`config.mk`:
```
export PLATFORM = sky130hd
export DESIGN_NAME = vli_aligner
export DESIGN_NICKNAME = d
export VERILOG_FILES = /design/src/rtl/vla_pkg.sv /design/src/rtl/vla_lenclass.sv /design/src/rtl/vla_hwbuf.sv /design/src/rtl/vla_ctrl.sv /design/src/rtl/vli_aligner.sv
export SDC_FILE = /design/constraint.sdc
export NUM_CORES = 1
export LEC_CHECK = 0
export BUFFER_PORTS_ARGS = -buffer_cell sky130_fd_sc_hd__buf_2
export CORE_AREA = 5 5 124 173
export CTS_CLUSTER_DIAMETER = 120
export DETAILED_ROUTE_END_ITERATION = 6
export DIE_AREA = 0 0 129 178
export GPL_ROUTABILITY_DRIVEN = 0
export HOLD_SLACK_MARGIN = 0.05
export PLACE_DENSITY = 0.88
export SYNTH_ARGS = -nofsm -noshare
export SYNTH_HDL_FRONTEND = slang
export SYNTH_SLANG_ARGS = --single-unit
```
`constraint.sdc`:
```
create_clock -name clk -period 3.9 [get_ports clk]
set_input_delay 0.195 -clock clk [delete_from_list [all_inputs] [get_ports clk]]
set_output_delay 0.195 -clock clk [all_outputs]
set_load 0.005 [all_outputs]
```
`src/rtl/vla_pkg.sv`:
```
package vla_pkg;
    localparam int HW_W    = 16;
    localparam int INSTR_W = 32;

    typedef enum logic [1:0] {
        S_SYNC     = 2'd0,
        S_ASSEMBLE = 2'd1,
        S_PRESENT  = 2'd2
    } vla_state_e;
endpackage

```
`src/rtl/vla_lenclass.sv`:
```
module vla_lenclass
    import vla_pkg::*;
#(
    parameter int LANES = 1
) (
    input  logic [LANES*HW_W-1:0] hw_in,
    output logic [LANES-1:0]      long_lead
);
    // Leading five bits 111xx with xx != 00 open a two-halfword instruction.
    for (genvar g = 0; g < LANES; g++) begin : g_lane
        logic [4:0] top5;
        assign top5         = hw_in[g*HW_W+11 +: 5];
        assign long_lead[g] = (top5[4:2] == 3'b111) && (top5[1:0] != 2'b00);
    end
endmodule

```
`src/rtl/vla_hwbuf.sv`:
```
module vla_hwbuf
    import vla_pkg::*;
#(
    parameter  int DEPTH = 4,
    localparam int PW    = (DEPTH > 1) ? $clog2(DEPTH) : 1,
    localparam int CW    = $clog2(DEPTH + 1)
) (
    input  logic            clk,
    input  logic            rst_n,
    input  logic            clear,
    input  logic [1:0]      push_cnt,
    input  logic [HW_W-1:0] push_first,
    input  logic [HW_W-1:0] push_second,
    input  logic [1:0]      pop_cnt,
    output logic [HW_W-1:0] head0,
    output logic [HW_W-1:0] head1,
    output logic [CW-1:0]   count
);
    logic [HW_W-1:0] ent_q [DEPTH];
    logic [PW-1:0]   rd_q, wr_q;
    logic [PW-1:0]   rd1, wr1;
    logic [CW-1:0]   cnt_q;

    function automatic logic [PW-1:0] step_ptr(input logic [PW-1:0] p);
        return (p == PW'(DEPTH - 1)) ? '0 : p + 1'b1;
    endfunction

    assign rd1   = step_ptr(rd_q);
    assign wr1   = step_ptr(wr_q);
    assign head0 = ent_q[rd_q];
    assign head1 = ent_q[rd1];
    assign count = cnt_q;

    // Entry storage: the first pushed halfword lands at the write pointer,
    // the second one just after it.
    always_ff @(posedge clk or negedge rst_n) begin
        if (!rst_n) begin
            for (int i = 0; i < DEPTH; i++) ent_q[i] <= '0;
        end else if (!clear) begin
            for (int i = 0; i < DEPTH; i++) begin
                if (push_cnt != 2'd0 && wr_q == PW'(i))
                    ent_q[i] <= push_first;
                else if (push_cnt == 2'd2 && wr1 == PW'(i))
                    ent_q[i] <= push_second;
            end
        end
    end

    always_ff @(posedge clk or negedge rst_n) begin
        if (!rst_n) begin
            rd_q  <= '0;
            wr_q  <= '0;
            cnt_q <= '0;
        end else if (clear) begin
            rd_q  <= '0;
            wr_q  <= '0;
            cnt_q <= '0;
        end else begin
            if (push_cnt == 2'd1)      wr_q <= wr1;
            else if (push_cnt == 2'd2) wr_q <= step_ptr(wr1);
            if (pop_cnt == 2'd1)       rd_q <= rd1;
            else if (pop_cnt == 2'd2)  rd_q <= step_ptr(rd1);
            cnt_q <= cnt_q + CW'(push_cnt) - CW'(pop_cnt);
        end
    end

    assert_no_overflow_R6: assert property (@(posedge clk) disable iff (!rst_n)
        !clear |-> (int'(cnt_q) + int'(push_cnt) - int'(pop_cnt)) <= DEPTH);

    assert_no_underflow_R6: assert property (@(posedge clk) disable iff (!rst_n)
        !clear |-> int'(pop_cnt) <= int'(cnt_q));
endmodule

```
`src/rtl/vla_ctrl.sv`:
```
module vla_ctrl
    import vla_pkg::*;
#(
    parameter  int                ADDR_W     = 32,
    parameter  int                DEPTH      = 4,
    parameter  logic [ADDR_W-1:0] RESET_ADDR = '0,
    localparam int                CW         = $clog2(DEPTH + 1)
) (
    input  logic               clk,
    input  logic               rst_n,
    input  logic               fetch_valid,
    output logic               fetch_ready,
    input  logic [ADDR_W-1:0]  fetch_addr,
    input  logic [31:0]        fetch_data,
    input  logic               redir_valid,
    input  logic [ADDR_W-1:0]  redir_target,
    output logic               out_valid,
    input  logic               out_ready,
    output logic [INSTR_W-1:0] out_instr,
    output logic [ADDR_W-1:0]  out_addr,
    output logic               out_is_long,
    output logic [ADDR_W-1:0]  out_pc,
    input  logic [CW-1:0]      buf_count,
    input  logic [HW_W-1:0]    head0,
    input  logic [HW_W-1:0]    head1,
    input  logic               head_long,
    output logic               buf_clear,
    output logic [1:0]         push_cnt,
    output logic [HW_W-1:0]    push_first,
    output logic [HW_W-1:0]    push_second,
    output logic [1:0]         pop_cnt
);
    vla_state_e        state_q, state_d;
    logic              drop_lo_q;
    logic [ADDR_W-1:0] head_addr_q;
    logic              fetch_go, complete, out_free, load;

    assign fetch_ready = (buf_count <= CW'(DEPTH - 2));
    assign fetch_go    = fetch_valid && fetch_ready;
    assign complete    = head_long ? (buf_count >= CW'(2)) : (buf_count != '0);
    assign out_free    = (state_q != S_PRESENT) || out_ready;
    assign load        = !redir_valid && (state_q != S_SYNC) && complete && out_free;
    assign out_valid   = (state_q == S_PRESENT);

    // Next-state logic
    always_comb begin
        state_d = state_q;
        if (redir_valid) begin
            state_d = S_SYNC;                              // any_to_sync
        end else begin
            unique case (state_q)
                S_SYNC:     if (fetch_go) state_d = S_ASSEMBLE;           // sync_to_assemble
                S_ASSEMBLE: if (load)     state_d = S_PRESENT;            // assemble_to_present
                S_PRESENT:  if (!load && out_ready) state_d = S_ASSEMBLE; // present_to_assemble
                default:    state_d = S_SYNC;
            endcase
        end
    end

    always_ff @(posedge clk or negedge rst_n) begin
        if (!rst_n) state_q <= S_SYNC;
        else        state_q <= state_d;
    end

    // Buffer control
    always_comb begin
        buf_clear   = redir_valid;
        push_cnt    = 2'd0;
        push_first  = fetch_data[15:0];
        push_second = fetch_data[31:16];
        if (!redir_valid && fetch_go) begin
            if (state_q == S_SYNC && drop_lo_q) begin
                push_cnt   = 2'd1;
                push_first = fetch_data[31:16];
            end else begin
                push_cnt = 2'd2;
            end
        end
        pop_cnt = load ? (head_long ? 2'd2 : 2'd1) : 2'd0;
    end

    // Output register and instruction address tracking
    always_ff @(posedge clk or negedge rst_n) begin
        if (!rst_n) begin
            drop_lo_q   <= RESET_ADDR[1];
            head_addr_q <= RESET_ADDR;
            out_instr   <= '0;
            out_addr    <= '0;
            out_is_long <= 1'b0;
            out_pc      <= '0;
        end else if (redir_valid) begin
            drop_lo_q   <= redir_target[1];
            head_addr_q <= redir_target;
        end else begin
            if (state_q == S_SYNC && fetch_go)
                head_addr_q <= {fetch_addr[ADDR_W-1:2], drop_lo_q, 1'b0};
            if (load) begin
                out_instr   <= head_long ? {head0, head1} : {{HW_W{1'b0}}, head0};
                out_addr    <= head_addr_q;
                out_is_long <= head_long;
                out_pc      <= head_addr_q + ADDR_W'(4);
                head_addr_q <= head_addr_q + (head_long ? ADDR_W'(4) : ADDR_W'(2));
            end
        end
    end

    assert_long_lead_R1: assert property (@(posedge clk) disable iff (!rst_n)
        out_valid && out_is_long |-> out_instr[31:29] == 3'b111 && out_instr[28:27] != 2'b00);

    assert_short_lead_R1: assert property (@(posedge clk) disable iff (!rst_n)
        out_valid && !out_is_long |-> !(out_instr[15:13] == 3'b111 && out_instr[12:11] != 2'b00));

    assert_short_pack_R2: assert property (@(posedge clk) disable iff (!rst_n)
        out_valid && !out_is_long |-> out_instr[31:16] == '0);

    assert_pc_offset_R3: assert property (@(posedge clk) disable iff (!rst_n)
        out_valid |-> out_pc == out_addr + ADDR_W'(4));

    assert_addr_step_R4: assert property (@(posedge clk) disable iff (!rst_n)
        out_valid && out_ready && !redir_valid |=>
            !out_valid || out_addr == $past(out_addr) + ($past(out_is_long) ? ADDR_W'(4) : ADDR_W'(2)));

    assert_fetch_aligned_R4: assert property (@(posedge clk) disable iff (!rst_n)
        fetch_valid |-> fetch_addr[1:0] == 2'b00);

    assert_hold_R7: assert property (@(posedge clk) disable iff (!rst_n)
        out_valid && !out_ready && !redir_valid |=>
            out_valid && $stable(out_instr) && $stable(out_addr) && $stable(out_is_long));

    assert_redirect_flush_R8: assert property (@(posedge clk) disable iff (!rst_n)
        redir_valid |=> !out_valid && buf_count == '0);

    assert_target_aligned_R9: assert property (@(posedge clk) disable iff (!rst_n)
        redir_valid |-> !redir_target[0]);
endmodule

```
`src/rtl/vli_aligner.sv`:
```
module vli_aligner
    import vla_pkg::*;
#(
    parameter int                ADDR_W     = 32,
    parameter int                BUF_DEPTH  = 4,
    parameter logic [ADDR_W-1:0] RESET_ADDR = ADDR_W'(32'h0000_4000)
) (
    input  logic               clk,
    input  logic               rst_n,
    input  logic               fetch_valid,
    output logic               fetch_ready,
    input  logic [ADDR_W-1:0]  fetch_addr,
    input  logic [31:0]        fetch_data,
    input  logic               redir_valid,
    input  logic [ADDR_W-1:0]  redir_target,
    output logic               out_valid,
    input  logic               out_ready,
    output logic [INSTR_W-1:0] out_instr,
    output logic [ADDR_W-1:0]  out_addr,
    output logic               out_is_long,
    output logic [ADDR_W-1:0]  out_pc
);
    localparam int CW = $clog2(BUF_DEPTH + 1);

    logic [CW-1:0]   buf_count;
    logic [HW_W-1:0] head0, head1, push_first, push_second;
    logic            head_long, buf_clear;
    logic [1:0]      push_cnt, pop_cnt;

    vla_hwbuf #(.DEPTH(BUF_DEPTH)) u_buf (
        .clk        (clk),
        .rst_n      (rst_n),
        .clear      (buf_clear),
        .push_cnt   (push_cnt),
        .push_first (push_first),
        .push_second(push_second),
        .pop_cnt    (pop_cnt),
        .head0      (head0),
        .head1      (head1),
        .count      (buf_count)
    );

    vla_lenclass #(.LANES(1)) u_cls (
        .hw_in    (head0),
        .long_lead(head_long)
    );

    vla_ctrl #(
        .ADDR_W    (ADDR_W),
        .DEPTH     (BUF_DEPTH),
        .RESET_ADDR(RESET_ADDR)
    ) u_ctrl (
        .clk         (clk),
        .rst_n       (rst_n),
        .fetch_valid (fetch_valid),
        .fetch_ready (fetch_ready),
        .fetch_addr  (fetch_addr),
        .fetch_data  (fetch_data),
        .redir_valid (redir_valid),
        .redir_target(redir_target),
        .out_valid   (out_valid),
        .out_ready   (out_ready),
        .out_instr   (out_instr),
        .out_addr    (out_addr),
        .out_is_long (out_is_long),
        .out_pc      (out_pc),
        .buf_count   (buf_count),
        .head0       (head0),
        .head1       (head1),
        .head_long   (head_long),
        .buf_clear   (buf_clear),
        .push_cnt    (push_cnt),
        .push_first  (push_first),
        .push_second (push_second),
        .pop_cnt     (pop_cnt)
    );
endmodule

```
==> impl_metrics.csv <==
group,metric,value,unit
critical_path,path_max_fanout,7,
final_layout,drive_above_1_share,24.4,%
power_and_ir_drop,p_comb_share,42.4,%
yosys,synth_top_cell_by_area,"dfrtp_1",
route,wl_per_cell,22.1,microns
final_layout,final_cell_mix,"dfrtp_1 (199), buf_2 (196), nand2_1 (184)",
floorplan,fp.coreArea,19700,sq um
global_route,globalRoute.totalOverflow,0,
timing,tns,0,ns
floorplan,die_h,178,microns
clocking,cts.htree.levels,1,
route,ant_nets,0,
clocking,root_buffer,"clkbuf_16",
yosys,syn_nets,1216,
placed_design,detailed_place_hpwl,23700,microns
critical_path,worstPathRequired,4.33,ns
timing,max_slew_margin,21.0,%
route,vias,10100,
power_and_ir_drop,seqPwrFrac,37.2,%
floorplan,core.rowCount,61,
yosys,synth_enable_flop_cells,0,
yosys,synth-async-reset-ratio,100,%
final_layout,nets,1419,
critical_path,crit_path_start,"u_buf.rd_q[0]$_DFFE_PN0P_",
clocking,path_clk_slew,0.07,ns
yosys,ys_ff_latch,201,
yosys,ys.warnings.count,0,
power_and_ir_drop,clockPowerShare,20.4,%
power_and_ir_drop,power_switching_share,37.6,%
final_layout,num-fill-cells,1493,
timing,tightest_slew,1.17,ns
power_and_ir_drop,p_leak,5.87,nW
yosys,ys.flop_type,"dfrtp_1",
power_and_ir_drop,switching_power,0.00386,W
route,drc,4,
yosys,synth_cells,1101,
timing,drv_slew,0,
timing,setup_violations,0,
worst_hold_path,hold_path_startpoint,"redir_target[26]",
final_layout,seq_area,5030,sq um
global_route,antenna_found_initial,5,
status,outcome,"finished with violations",
global_route,grt_pass1_vias,10200,
critical_path,arrival,4.14,ns
timing,skew,0.0130,ns
yosys,synth_cell_types,70,
yosys,synth_top_area_share,45.3,%
floorplan,ioPinCount,200,
power_and_ir_drop,peakVddDrop,547,uV
route,vias_per_cell,6.41,
critical_path,worstReg2RegEnd,"u_ctrl.head_addr_q[13]$_DFFE_PN0P_",
critical_path,endpoint_kind,"flip-flop",
timing,min_period_over_period,95.0,%
yosys,syn-cell-area,11000,sq um
timing,min_period,3.71,ns
route,drtPass1Iterations,7,
clocking,clock_sinks,201,
critical_path,crit_type,"reg -> reg",
yosys,seq_area_frac_synth,45.6,%
power_and_ir_drop,internal_power,0.00640,W
final_layout,final_cell_area,13300,sq um
timing,max_clock_freq,0.270,GHz
critical_path,r2r_cells,11,
worst_hold_path,hold_class,"in -> reg",
clocking,clock_latency,0.50,ns
yosys,syn_avg_cell_area,10.0,sq um
status,violations,"DRC",
clocking,clockBufferDepth,3,
timing,hold_violations,0,
global_route,grt_first_pass_wirelength,54200,microns
clocking,cts_tree,"yes",
floorplan,dieWidth,129,microns
placed_design,portBuffers,197,
global_route,gr-usage-all-layers,30.0,%
final_layout,final_common_cell,"dfrtp_1",
yosys,synth.area.top_cells,"dfrtp_1 (45%), mux4_2 (6.5%), nand2_1 (6.3%)",
final_layout,multiInputGateArea,5540,sq um
clocking,cts_buffers,21,
global_route,grt_max_degree,90,
critical_path,cp-endpoint,"u_ctrl.head_addr_q[13]$_DFFE_PN0P_",
final_layout,areaGrowthSynthToFinish,20.8,%
route,wl,34900,microns
floorplan,die_area,23000,sq um
power_and_ir_drop,p_per_area,769,nW/um^2
critical_path,r2r-start,"u_buf.rd_q[0]$_DFFE_PN0P_",
critical_path,reg2reg_slack,0.19,ns
floorplan,start_util,56.1,%
critical_path,setup.worst_path.start_class,"flip-flop",
placed_design,placed_cell_area,12200,sq um
route,drt-initial-drc-count,1101,
flow_run,drv_cap,0,
timing,rsz0062_at_grt,"no",
-- cell usage after synthesis (11+ instances only) --
master	n
a21oi_1	20
a22o_1	21
a22oi_1	21
buf_2	19
clkbuf_1	54
dfrtp_1	200
ha_1	11
inv_1	23
mux2i_1	12
mux4_2	32
nand2_1	184
nand3_1	29
nand4_1	19
nor2_1	36
nor3_1	21
nor4_1	12
o21a_1	67
o21ai_0	62
o22a_1	64
xnor2_1	29
-- critical path, stage by stage (launching register included) --
cell,delay (ns)
dfrtp_2,0.48
mux4_2,0.60
and2_1,0.27
nand2_1,0.18
ha_1,0.23
fa_1,0.25
nand3_2,0.15
or3_4,0.40
xnor2_1,0.22
mux2i_1,0.11
o211ai_1,0.17
dlygate4sd3_1,0.58
-- metal layers --
| metal | vias to the layer above | wire (microns) | track usage (%) |
|---|---|---|---|
| met5 | - | 34 | 0 |
| met4 | 6 | 1690 | 16.4 |
| met3 | 125 | 3200 | 5.60 |
| met2 | 658 | 18100 | 51.5 |
| met1 | 4830 | 11900 | 35.3 |
| li1 | 4471 | - | - |
-- through the flow --
step	hold slack, ns	instances	power, W	utilization [%]	setup WS [ns]
global placement	0.311	1491	0.00778	61.9	0.408
global route	0.0559	1572	0.0109	67.7	0.00666
CTS	0.0517	1568	0.0102	67.5	0.0546
finish	0.0573	1574	0.0103	67.7	0.194
detailed placement	0.305	1491	0.00800	61.9	0.308
floorplan	-0.101	1101	0.00655	-	0.621
-- worst min path at each step --
stage | end | slack [ns] | cells after the start
3_5_place_dp | u_buf.ent_q[9]$_DFFE_PN0P_ | 0.31 | 1
2_1_floorplan | u_buf.count[0]$_DFF_PN0_ | -0.10 | 0
3_3_place_gp | u_buf.ent_q[9]$_DFFE_PN0P_ | 0.31 | 1
4_1_cts | u_ctrl.head_addr_q[26]$_DFFE_PN0P_ | 0.05 | 3
5_1_grt | u_ctrl.head_addr_q[6]$_DFFE_PN0P_ | 0.06 | 3
6_report | u_ctrl.head_addr_q[26]$_DFFE_PN0P_ | 0.06 | 3
-- timing repair --
item | 4_1_cts | 5_1_grt
gates resized for setup | 0 | 4
endpoints found under the setup margin | 0 | 3
hold buffers | 40 | 0
setup buffers | 0 | 2
endpoints found under the hold margin | 167 | 0
-- power by group through the flow --
stage	clock network [W]	logic, W	registers [W]
floorplan	0	0.00303	0.00352
CTS	0.00211	0.00429	0.00377
detailed placement	0	0.00421	0.00380
global route	0.00221	0.00473	0.00392
global placement	0	0.00405	0.00373
finish	0.00209	0.00434	0.00382
-- sequential cells by signal (all words and copies together) (netlist names) --
signal,flops
u_ctrl.out_pc,32
u_buf.rd_q,2
u_buf.count,3
u_ctrl.out_addr,30
u_buf.ent_q,64
u_ctrl.drop_lo_q,1
u_buf.wr_q,2
u_ctrl.head_addr_q,32
u_ctrl.out_instr,32
u_ctrl.out_is_long,1
u_ctrl.state_q,2
-- cell families after synthesis --
family,share of synthesized area [%]
AO/OA/AOI/OAI,22.1
multiplexers,7.92
adder cells (fa/ha/maj),1.79
XOR/XNOR,3.01
buffers and inverters,4.57
AND/OR/NAND/NOR,15.0
flip-flops,45.6
-- area by class of cell --
cell class / instances / area share (%)
Sequential cell: 201 / 37.7
Multi-Input combinational cell: 787 / 41.5
Clock inverter: 9 / 0.919
Tap cell: 252 / 2.36
Timing Repair Buffer: 269 / 12.4
Antenna cell: 4 / 0.0750
Clock buffer: 28 / 4.36
Inverter: 24 / 0.675
(Power assumes the default switching activity.)
